File: src/rtl/ptw_pkg.sv
package ptw_pkg;
  localparam int PTW_LEVELS = 3;
  localparam int PTW_IDX_W  = 11;
  localparam int PTW_OFF_W  = 13;
  localparam int PTW_PA_W   = 33;
  localparam int PTW_PTE_W  = 32;
  localparam int PTW_ENT_SH = 2;

  typedef enum logic [1:0] {
    WK_IDLE,
    WK_ISSUE,
    WK_WAIT,
    WK_RESP
  } wk_state_e;
endpackage

File: src/rtl/ptw_idx_sel.sv
module ptw_idx_sel #(
  parameter int LEVELS = 3,
  parameter int IDX_W  = 11,
  parameter int OFF_W  = 13,
  parameter int LVL_W  = 2
) (
  input  logic [OFF_W+LEVELS*IDX_W-1:0] va,
  input  logic [LVL_W-1:0]              lvl,
  output logic [IDX_W-1:0]              idx
);
  logic [IDX_W-1:0] fld [LEVELS];

  // Top level uses the most significant index field.
  for (genvar g = 0; g < LEVELS; g++) begin : g_fld
    assign fld[g] = va[OFF_W + (LEVELS-1-g)*IDX_W +: IDX_W];
  end

  always_comb begin
    idx = '0;
    for (int k = 0; k < LEVELS; k++) begin
      if (lvl == LVL_W'(k)) idx = fld[k];
    end
  end
endmodule

File: src/rtl/ptw_entry_addr.sv
module ptw_entry_addr #(
  parameter int PA_W   = 33,
  parameter int OFF_W  = 13,
  parameter int IDX_W  = 11,
  parameter int ENT_SH = 2
) (
  input  logic [PA_W-OFF_W-1:0] base_pfn,
  input  logic [IDX_W-1:0]      idx,
  output logic [PA_W-1:0]       addr
);
  localparam int SCALED_W = IDX_W + ENT_SH;

  logic [SCALED_W-1:0] scaled;
  assign scaled = {idx, {ENT_SH{1'b0}}};
  assign addr   = {base_pfn, {OFF_W{1'b0}}} + PA_W'(scaled);
endmodule

File: src/rtl/ptw_pte_fields.sv
module ptw_pte_fields #(
  parameter int PTE_W = 32,
  parameter int PFN_W = 20
) (
  input  logic [PTE_W-1:0] pte,
  output logic             present,
  output logic [PFN_W-1:0] pfn
);
  logic unused_attr;

  assign present     = pte[0];
  assign pfn         = pte[PTE_W-1 -: PFN_W];
  assign unused_attr = ^pte[PTE_W-PFN_W-1:1];
endmodule

File: src/rtl/ptw_walker3.sv
module ptw_walker3
  import ptw_pkg::*;
#(
  parameter int LEVELS = PTW_LEVELS,
  parameter int IDX_W  = PTW_IDX_W,
  parameter int OFF_W  = PTW_OFF_W,
  parameter int PA_W   = PTW_PA_W,
  parameter int PTE_W  = PTW_PTE_W,
  parameter int ENT_SH = PTW_ENT_SH
) (
  input  logic                          clk,
  input  logic                          rst_n,
  input  logic [PA_W-OFF_W-1:0]         root_pfn,
  input  logic                          req_valid,
  output logic                          req_ready,
  input  logic [OFF_W+LEVELS*IDX_W-1:0] req_va,
  output logic                          rsp_valid,
  input  logic                          rsp_ready,
  output logic [PA_W-1:0]               rsp_pa,
  output logic                          rsp_fault,
  output logic [$clog2(LEVELS)-1:0]     rsp_fault_lvl,
  output logic                          mem_req_valid,
  input  logic                          mem_req_ready,
  output logic [PA_W-1:0]               mem_req_addr,
  input  logic                          mem_rsp_valid,
  input  logic [PTE_W-1:0]              mem_rsp_data
);
  localparam int VA_W  = OFF_W + LEVELS*IDX_W;
  localparam int PFN_W = PA_W - OFF_W;
  localparam int LVL_W = $clog2(LEVELS);
  localparam int CNT_W = LVL_W + 1;
  localparam logic [LVL_W-1:0] LAST_LVL = LVL_W'(LEVELS-1);

  wk_state_e        st_q;
  logic [LVL_W-1:0] lvl_q;
  logic [VA_W-1:0]  va_q;
  logic [PFN_W-1:0] base_q;
  logic [PA_W-1:0]  pa_q;
  logic             flt_q;
  logic [LVL_W-1:0] flvl_q;

  logic [IDX_W-1:0] cur_idx;
  logic             pte_present;
  logic [PFN_W-1:0] pte_pfn;

  ptw_idx_sel #(
    .LEVELS(LEVELS), .IDX_W(IDX_W), .OFF_W(OFF_W), .LVL_W(LVL_W)
  ) u_idx (
    .va(va_q), .lvl(lvl_q), .idx(cur_idx)
  );

  ptw_entry_addr #(
    .PA_W(PA_W), .OFF_W(OFF_W), .IDX_W(IDX_W), .ENT_SH(ENT_SH)
  ) u_addr (
    .base_pfn(base_q), .idx(cur_idx), .addr(mem_req_addr)
  );

  ptw_pte_fields #(
    .PTE_W(PTE_W), .PFN_W(PFN_W)
  ) u_pte (
    .pte(mem_rsp_data), .present(pte_present), .pfn(pte_pfn)
  );

  assign req_ready     = (st_q == WK_IDLE);
  assign mem_req_valid = (st_q == WK_ISSUE);
  assign rsp_valid     = (st_q == WK_RESP);
  assign rsp_pa        = pa_q;
  assign rsp_fault     = flt_q;
  assign rsp_fault_lvl = flvl_q;

  always_ff @(posedge clk) begin
    if (!rst_n) begin
      st_q   <= WK_IDLE;
      lvl_q  <= '0;
      va_q   <= '0;
      base_q <= '0;
      pa_q   <= '0;
      flt_q  <= 1'b0;
      flvl_q <= '0;
    end else begin
      case (st_q)
        WK_IDLE: begin
          if (req_valid) begin
            va_q   <= req_va;
            base_q <= root_pfn;
            lvl_q  <= '0;
            pa_q   <= '0;
            flt_q  <= 1'b0;
            flvl_q <= '0;
            st_q   <= WK_ISSUE;
          end
        end
        WK_ISSUE: begin
          if (mem_req_ready) st_q <= WK_WAIT;
        end
        WK_WAIT: begin
          if (mem_rsp_valid) begin
            if (!pte_present) begin
              flt_q  <= 1'b1;
              flvl_q <= lvl_q;
              st_q   <= WK_RESP;
            end else if (lvl_q == LAST_LVL) begin
              pa_q <= {pte_pfn, va_q[OFF_W-1:0]};
              st_q <= WK_RESP;
            end else begin
              base_q <= pte_pfn;
              lvl_q  <= lvl_q + 1'b1;
              st_q   <= WK_ISSUE;
            end
          end
        end
        WK_RESP: begin
          if (rsp_ready) st_q <= WK_IDLE;
        end
        default: st_q <= WK_IDLE;
      endcase
    end
  end

  // Read counter kept only for the checks below.
  logic [CNT_W-1:0] rd_cnt_q;
  always_ff @(posedge clk) begin
    if (!rst_n) begin
      rd_cnt_q <= '0;
    end else if (req_valid && req_ready) begin
      rd_cnt_q <= '0;
    end else if (mem_req_valid && mem_req_ready) begin
      rd_cnt_q <= rd_cnt_q + 1'b1;
    end
  end

  a_r5_single_read: assert property (@(posedge clk) disable iff (!rst_n)
    (mem_req_valid && mem_req_ready) |=> !mem_req_valid);

  a_r10_req_hold: assert property (@(posedge clk) disable iff (!rst_n)
    (mem_req_valid && !mem_req_ready) |=> (mem_req_valid && $stable(mem_req_addr)));

  a_r9_rsp_hold: assert property (@(posedge clk) disable iff (!rst_n)
    (rsp_valid && !rsp_ready) |=>
      (rsp_valid && $stable(rsp_pa) && $stable(rsp_fault) && $stable(rsp_fault_lvl)));

  a_r11_three_reads: assert property (@(posedge clk) disable iff (!rst_n)
    (rsp_valid && !rsp_fault) |-> (rd_cnt_q == CNT_W'(LEVELS)));

  a_r6_fault_reads: assert property (@(posedge clk) disable iff (!rst_n)
    (rsp_valid && rsp_fault) |-> (rd_cnt_q == CNT_W'(rsp_fault_lvl) + 1'b1));

  a_r6_fault_pa_zero: assert property (@(posedge clk) disable iff (!rst_n)
    (rsp_valid && rsp_fault) |-> (rsp_pa == '0));

  a_r8_hold_va: assert property (@(posedge clk) disable iff (!rst_n)
    (!req_ready) |=> $stable(va_q));
endmodule

File: config.mk
export PLATFORM = sky130hd
export DESIGN_NAME = ptw_walker3
export DESIGN_NICKNAME = d
export VERILOG_FILES = /design/src/rtl/ptw_pkg.sv /design/src/rtl/ptw_idx_sel.sv /design/src/rtl/ptw_entry_addr.sv /design/src/rtl/ptw_pte_fields.sv /design/src/rtl/ptw_walker3.sv
export SDC_FILE = /design/constraint.sdc
export NUM_CORES = 1
export LEC_CHECK = 0
export ABC_CLOCK_PERIOD_IN_PS = 2400
export BUFFER_PORTS_ARGS = -buffer_cell sky130_fd_sc_hd__buf_4
export CAP_MARGIN = 20
export CORE_AREA = 2 2 97 99
export CTS_BUF_LIST = sky130_fd_sc_hd__clkbuf_16
export DETAILED_ROUTE_END_ITERATION = 16
export DIE_AREA = 0 0 99 101
export PLACE_DENSITY = 0.95
export SYNTH_ARGS = -nofsm -noshare
export SYNTH_HDL_FRONTEND = slang
export SYNTH_HIERARCHICAL = 1
export SYNTH_SLANG_ARGS = --single-unit
File: constraint.sdc
create_clock -name clk -period 2.4 [get_ports clk]
set_input_delay 0.48 -clock clk [delete_from_list [all_inputs] [get_ports clk]]
set_output_delay 0.48 -clock clk [all_outputs]
set_load 0.02 [all_outputs]
==> results.yml, run 1 <==
final_layout:
  n_fill_cell: 709
  fin_nets: 711
  multi_input_area_um2: 1914
  area_growth_pct: 24.75
  antenna_cells: 0
  drive_above_1_share_pct: 32.41
  regArea_um2: 2123
  instances_no_fill: 722
pwr:
  peakVddDrop_mv: 0.4388
  leakage_nw: 2.439
  totalPowerFinal_mw: 4.001
  powerDensity_nw_per_um2: 691.9
yosys:
  ys_ff_latch: 106
  ys_types: 34
  ys.flop_type: "dfxtp_1"
  yosys_warnings: 6
  synth_seq_area_share_pct: 45.78
  synth_edf_count: 0
  synthesis.instances: 513
  syn_area_um2: 4636
  syn_area_per_cell_um2: 9.036
  synthArstFlopShare_pct: 0
sta:
  setup_tns_ns: 0
  rsz0062_at_grt: "no"
  final_max_slew_viol_count: 0
  fmax_ghz: 0.4590
  period_needed_ns: 2.179
  fin_crit_sh_pct: 90.77
  fin_skew_ns: 0.006582
  max-slew-margin-rel_pct: 39.59
  tightest_slew_ns: 0.9062
  hold_viol: 0
  setup_viol: 0
grt:
  grt_pass1_wl_mm: 17.51
  grt_max_degree: 54
  grt_pass1_vias: 3685
  grt_usage_pct: 21.78
  antenna_found_initial: 0
  grt_overflow: 0
route:
  wl_per_cell_um: 15.43
  drtAntennaViolNets: 0
  drt_iter0_markers: 159
  drt-vias-per-instance: 5.324
  drtPass1Iterations: 4
  drc_errors: 0
  vias: 3844
  routed_wl_mm: 11.14
critical_path:
  end_kind: "primary output"
  cp_data_arrival_time_ns: 1.70
  cp-start-kind: "register"
  crit_type: "reg2out"
  cp_data_required_time_ns: 1.92
  cp_max_fo: 14
min_path:
  hold_path.class: "in2reg"
floorplan:
  start_util_pct: 51.64
  num_rows: 35
  ioPinCount: 176
  die_area_um2: 9999
  die_w_um: 99
  die_h_um: 101
  coreArea_um2: 8977
clock_tree:
  clock-sinks: 106
  cts_buffers: 9
  clkLatencyLatePin_ns: 0.33
  clk_pin_slew_ns: 0.07
  cts_tree: "done"
  htreeDepth: 3
  cts.path.max_buffers: 2
  cts_root_buf: "clkbuf_16"
job:
  drv_cap: 0
status:
  run_status: "finished clean"
place:
  port_buffers: 162
  dpl.hpwl_mm: 8.011
  numPlacedInstances: 706
  place_congestion: 0.8039
-- per-layer routing --
layer / part of all wire [%] / global-route usage (%)
met5: 0 / 0
met4: 1.8 / 8.008
met3: 6.3 / 4.993
met2: 51 / 38.20
met1: 41 / 26.08
-- report_power, final --
group	internal (mW)	switching (mW)	leakage [nW]	total (mW)
clock network	0.815	0.663	0.138	1.48
registers	1.85	0.0573	0.865	1.91
logic	0.279	0.336	1.44	0.615
-- synth_stat cells, types with 2 or more instances --
cell type | n | area share, %
buf_4 | 54 | 8.7
nand2b_1 | 21 | 2.8
nor2_1 | 3 | 0.24
buf_2 | 19 | 2.1
a22o_1 | 33 | 6.2
o22ai_1 | 2 | 0.27
o2bb2ai_1 | 11 | 2.1
clkbuf_1 | 11 | 0.89
dfxtp_1 | 106 | 46
nand2_1 | 119 | 9.6
a21oi_1 | 50 | 5.4
buf_6 | 5 | 1.2
buf_1 | 3 | 0.24
o211ai_1 | 22 | 3.6
nor2b_1 | 3 | 0.40
mux2i_1 | 31 | 6.7
nand3_1 | 3 | 0.32
-- path summary, 6_finish.rpt --
path | from | end | slack (ns) | cells past startpoint
setup / recovery | lvl_q[1]$_SDFFE_PN0P_ | mem_req_addr[8] | 0.22 | 4
hold reg to reg | va_q[7]$_SDFFE_PN0P_ | va_q[7]$_SDFFE_PN0P_ | 0.46 | 2
hold / removal | mem_rsp_data[15] | rsp_pa[16]$_SDFFE_PN0P_ | 0.36 | 2
setup reg to reg | lvl_q[0]$_SDFFE_PN0P_ | rsp_pa[32]$_SDFFE_PN0P_ | 0.25 | 6
-- worst max-delay path, cell delays in order, from the launching register on --
cell,delay [ns]
dfxtp_1,0.35
buf_4,0.21
nor2b_2,0.45
o2bb2ai_1,0.18
buf_4,0.17
-- cell type report --
| cell class | instances | share of cell area, % |
|---|---|---|
| repair buffers | 173 | 22.46 |
| flip-flops and latches | 106 | 36.72 |
| clock inverters | 7 | 1.298 |
| well taps | 111 | 2.402 |
| inverters | 2 | 0.1298 |
| clock buffers | 9 | 3.894 |
| multi-input cells | 314 | 33.10 |
-- cells by family (layout without fill, tap and decap cells) --
kind of cell    after synthesis  count (layout)  synth area share, %
simple gates                158             158                15.14
flops                       106             106                45.78
fa+ha+maj                     1               1               0.2699
buf+inv                      94             191                13.31
compound gates              122             122                18.73
mux                          31              31                6.694
other cells                   1               2              0.08089
-- registers in the layout, indices dropped and copies added (netlist names) --
| signal | count |
|---|---|
| base_q | 20 |
| lvl_q | 2 |
| rsp_fault | 1 |
| rsp_fault_lvl | 2 |
| rsp_pa | 33 |
| st_q | 2 |
| va_q | 46 |
-- repair_timing --
item / in CTS / in global routing
hold buffers: 0 / 0
buffers inserted: 0 / 0
gates resized for setup: 0 / 1
endpoints found under the setup margin: 0 / 11
-- metrics by stage --
step                setup slack (ns)  hold WS, ns  area, µm²  utilization (%)
global placement              0.2902       0.4406       5480            61.05
finish                        0.2215       0.3575       5783            64.42
detailed placement            0.2285       0.4473       5480            61.05
global route                 0.08512       0.3550       5783            64.42
floorplan                     0.8377       0.4351       4639                -
CTS                         0.003102       0.3496       5781            64.39
-- cells in the final DEF (no fill, tap or decap), types with 2 or more instances in the layout --
| cell type | count |
|---|---|
| mux2i_1 | 31 |
| clkinvlp_4 | 3 |
| o211ai_1 | 22 |
| nand3_1 | 3 |
| dfxtp_1 | 105 |
| nand2b_1 | 21 |
| conb_1 | 2 |
| a21oi_1 | 50 |
| buf_4 | 173 |
| a22o_1 | 33 |
| nor2_1 | 3 |
| nor2b_1 | 2 |
| o2bb2ai_1 | 11 |
| clkbuf_16 | 9 |
| nand2_1 | 119 |
| inv_6 | 2 |
| o22ai_1 | 2 |
Note: power is estimated with default switching activity, not from simulation.
==> run 2: changes to the inputs <==
Settings changed: ABC_AREA set to 1, CORE_AREA 2 2 97 99 to 2 2 101 103, DIE_AREA 0 0 99 101 to 0 0 103 105.
==> run 2 against run 1 <==
Against the previous run: fmax grew 2.3%; critical path depth grew 1; combinational power grew to 6.5 times the previous value; global-route usage grew 1.8 points; power grew 110%; clock power grew 6%; sequential share of layout area shrank 3.5 points; setup slack gained 0.049 ns; hold slack gained 0.022 ns; largest cell class is now multi-input combinational cells; highest routed layer unchanged.
==> results.yml, run 2 <==
clock_tree:
  cts.path.max_buffers: 2
  cts_tree: "done"
  cts_resized: 0
  post_cts_buffers: 0
  cts_root_buf: "clkbuf_16"
  cts_buffers: 9
  cts_hold_buffers: 0
  clk_pin_slew_ns: 0.07
  clkLatencyLatePin_ns: 0.34
  clock-sinks: 106
  htreeDepth: 3
critical_path:
  cp-start-kind: "register"
  path_delay_family: "simple AND/OR/NAND/NOR gates"
  crit_type: "reg2out"
  cp_max_fo: 15
  path_cells: "buf_4, nor2_2, nand2_1, nand3_1, buf_4"
  cp_data_required_time_ns: 1.92
  cp_data_arrival_time_ns: 1.65
  slowest_stage: "nor2_2"
  crit_path_frequent_cell: "buf_4"
  path_buf_inv: 2
  cpPeakStageDelay_ns: 0.41
  end_kind: "primary output"
place:
  dpl.hpwl_mm: 9.363
  port_buffers: 162
  place_congestion: 0.8551
yosys:
  synth_edf_count: 0
  ys.flop_type: "dfxtp_1"
  synth_most_common_cell: "nor2_1"
  synth_seq_area_share_pct: 40.39
  synth_area_leaders: "dfxtp_1, nor2_1, nand2_1"
  syn_area_per_cell_um2: 6.814
  synthesis.instances: 771
  netlist_top_cells_count: "nor2_1, nand2_1, dfxtp_1"
  yosys_warnings: 6
  syn_area_um2: 5254
  synthArstFlopShare_pct: 0
  yosysTopAreaCell: "dfxtp_1"
  yosysTopAreaCellShare_pct: 40.39
  ys_ff_latch: 106
  ys_types: 23
final_layout:
  layout_common_cells: "nor2_1, buf_4, nand2_1, dfxtp_1, nand3_1"
  drive_above_1_share_pct: 24.09
  utilization_pct: 66.32
  top_register: "va_q"
  antenna_cells: 0
  n_fill_cell: 856
  final_common_cell: "nor2_1"
  multi_input_area_um2: 2298
  largest_register_ffs: 46
  fin_nets: 955
  regArea_um2: 2122
  area_growth_pct: 21.67
status:
  run_status: "finished clean"
grt:
  grt_usage_pct: 23.63
  grt_max_degree: 60
  grt_pass1_wl_mm: 20.61
  antenna_found_initial: 0
  grt_overflow: 0
  grt_pass1_vias: 4445
sta:
  fin_skew_ns: 0.007860
  setup_viol: 0
  final_max_slew_viol_count: 0
  setup_tns_ns: 0
  tightest_slew_ns: 0.7404
  rsz0062_at_grt: "no"
  period_needed_ns: 2.130
  hold_ws_ns: 0.3791
  hold_viol: 0
  fin_crit_sh_pct: 88.74
  fmax_ghz: 0.4696
  max-slew-margin-rel_pct: 50.57
job:
  drv_cap: 0
floorplan:
  die_h_um: 105
  die_area_um2: 10820
  die_w_um: 103
  start_util_pct: 54.50
  ioPinCount: 176
  coreArea_um2: 9639
  num_rows: 36
route:
  routed_wl_mm: 13.39
  drtAntennaViolNets: 0
  drtPass1Iterations: 5
  drt-vias-per-instance: 5.178
  drc_errors: 0
  wl_per_cell_um: 13.55
  drt_iter0_markers: 235
  vias: 5116
min_path:
  hold_path.class: "in2reg"
pwr:
  leakage_nw: 3.113
  peakVddDrop_mv: 0.6222
  totalPowerFinal_mw: 8.256
  powerDensity_nw_per_um2: 1292
## run 2: cell count changes after synthesis, moves of 11 or more
cell       delta
a21oi_1      -47
a22o_1       -33
clkbuf_1     +12
inv_1        +32
mux2i_1      -31
nand2b_1     -21
nand3_1      +67
nand4_1      +37
nor2_1      +202
o211ai_1     -22
o21ai_0      +63
o2bb2ai_1    -11
## run 2: cells by family after synthesis
family / after synthesis / share of synthesized area (%)
buffers and inverters: 147 / 16.00
other: 1 / 0.07138
flip-flops: 106 / 40.39
AND/OR/NAND/NOR: 444 / 36.22
adder cells (fa/ha/maj): 1 / 0.2381
AO/OA/AOI/OAI: 72 / 7.073
## run 2: area by class of cell
class	count	area share [%]
Clock inverter	7	1.448
Timing Repair Buffer	177	21.10
Multi-Input combinational cell	519	35.96
Sequential cell	106	33.20
Tap cell	133	2.603
Clock buffer	9	3.523
Inverter	37	2.173
## run 2: final timing paths
kind / cells past startpoint / start / endpoint / slack [ns]
min reg2reg: 2 / rsp_fault$_SDFFE_PN0P_ / rsp_fault$_SDFFE_PN0P_ / 0.48
max: 5 / lvl_q[1]$_SDFFE_PN0P_ / mem_req_addr[4] / 0.27
min: 3 / req_va[28] / va_q[28]$_SDFFE_PN0P_ / 0.38
max reg2reg: 8 / st_q[1]$_SDFFE_PN0P_ / base_q[7]$_SDFFE_PN0P_ / 0.45
## run 2: through the flow
step,instance area (µm²),cells,setup slack (ns)
after floorplan,5258,772,0.8029
after global placement,6060,971,0.3549
after detailed placement,6075,972,0.4388
after CTS,6392,988,0.2798
after global routing,6392,988,0.1473
final,6392,988,0.2703
## run 2: where the power goes
group	total [mW]	internal [mW]	switching [mW]
clock network	1.57	0.915	0.657
logic	4.02	1.49	2.54
registers	2.66	2.33	0.334
total	8.26	4.73	3.53
## run 2: tightest hold or removal path, stage by stage
cell and delay (ns):
buf_4 0.08, o21ai_1 0.06, nor2_1 0.07
## run 2: metal layers
metal  up-vias  wire, µm  global-route usage [%]
li1       2557         -                       -
met1      2287      5363                   28.48
met3        41      1049                   5.151
met5         -         0                       0
met4         0       418                   9.398
met2       231      6555                   40.21
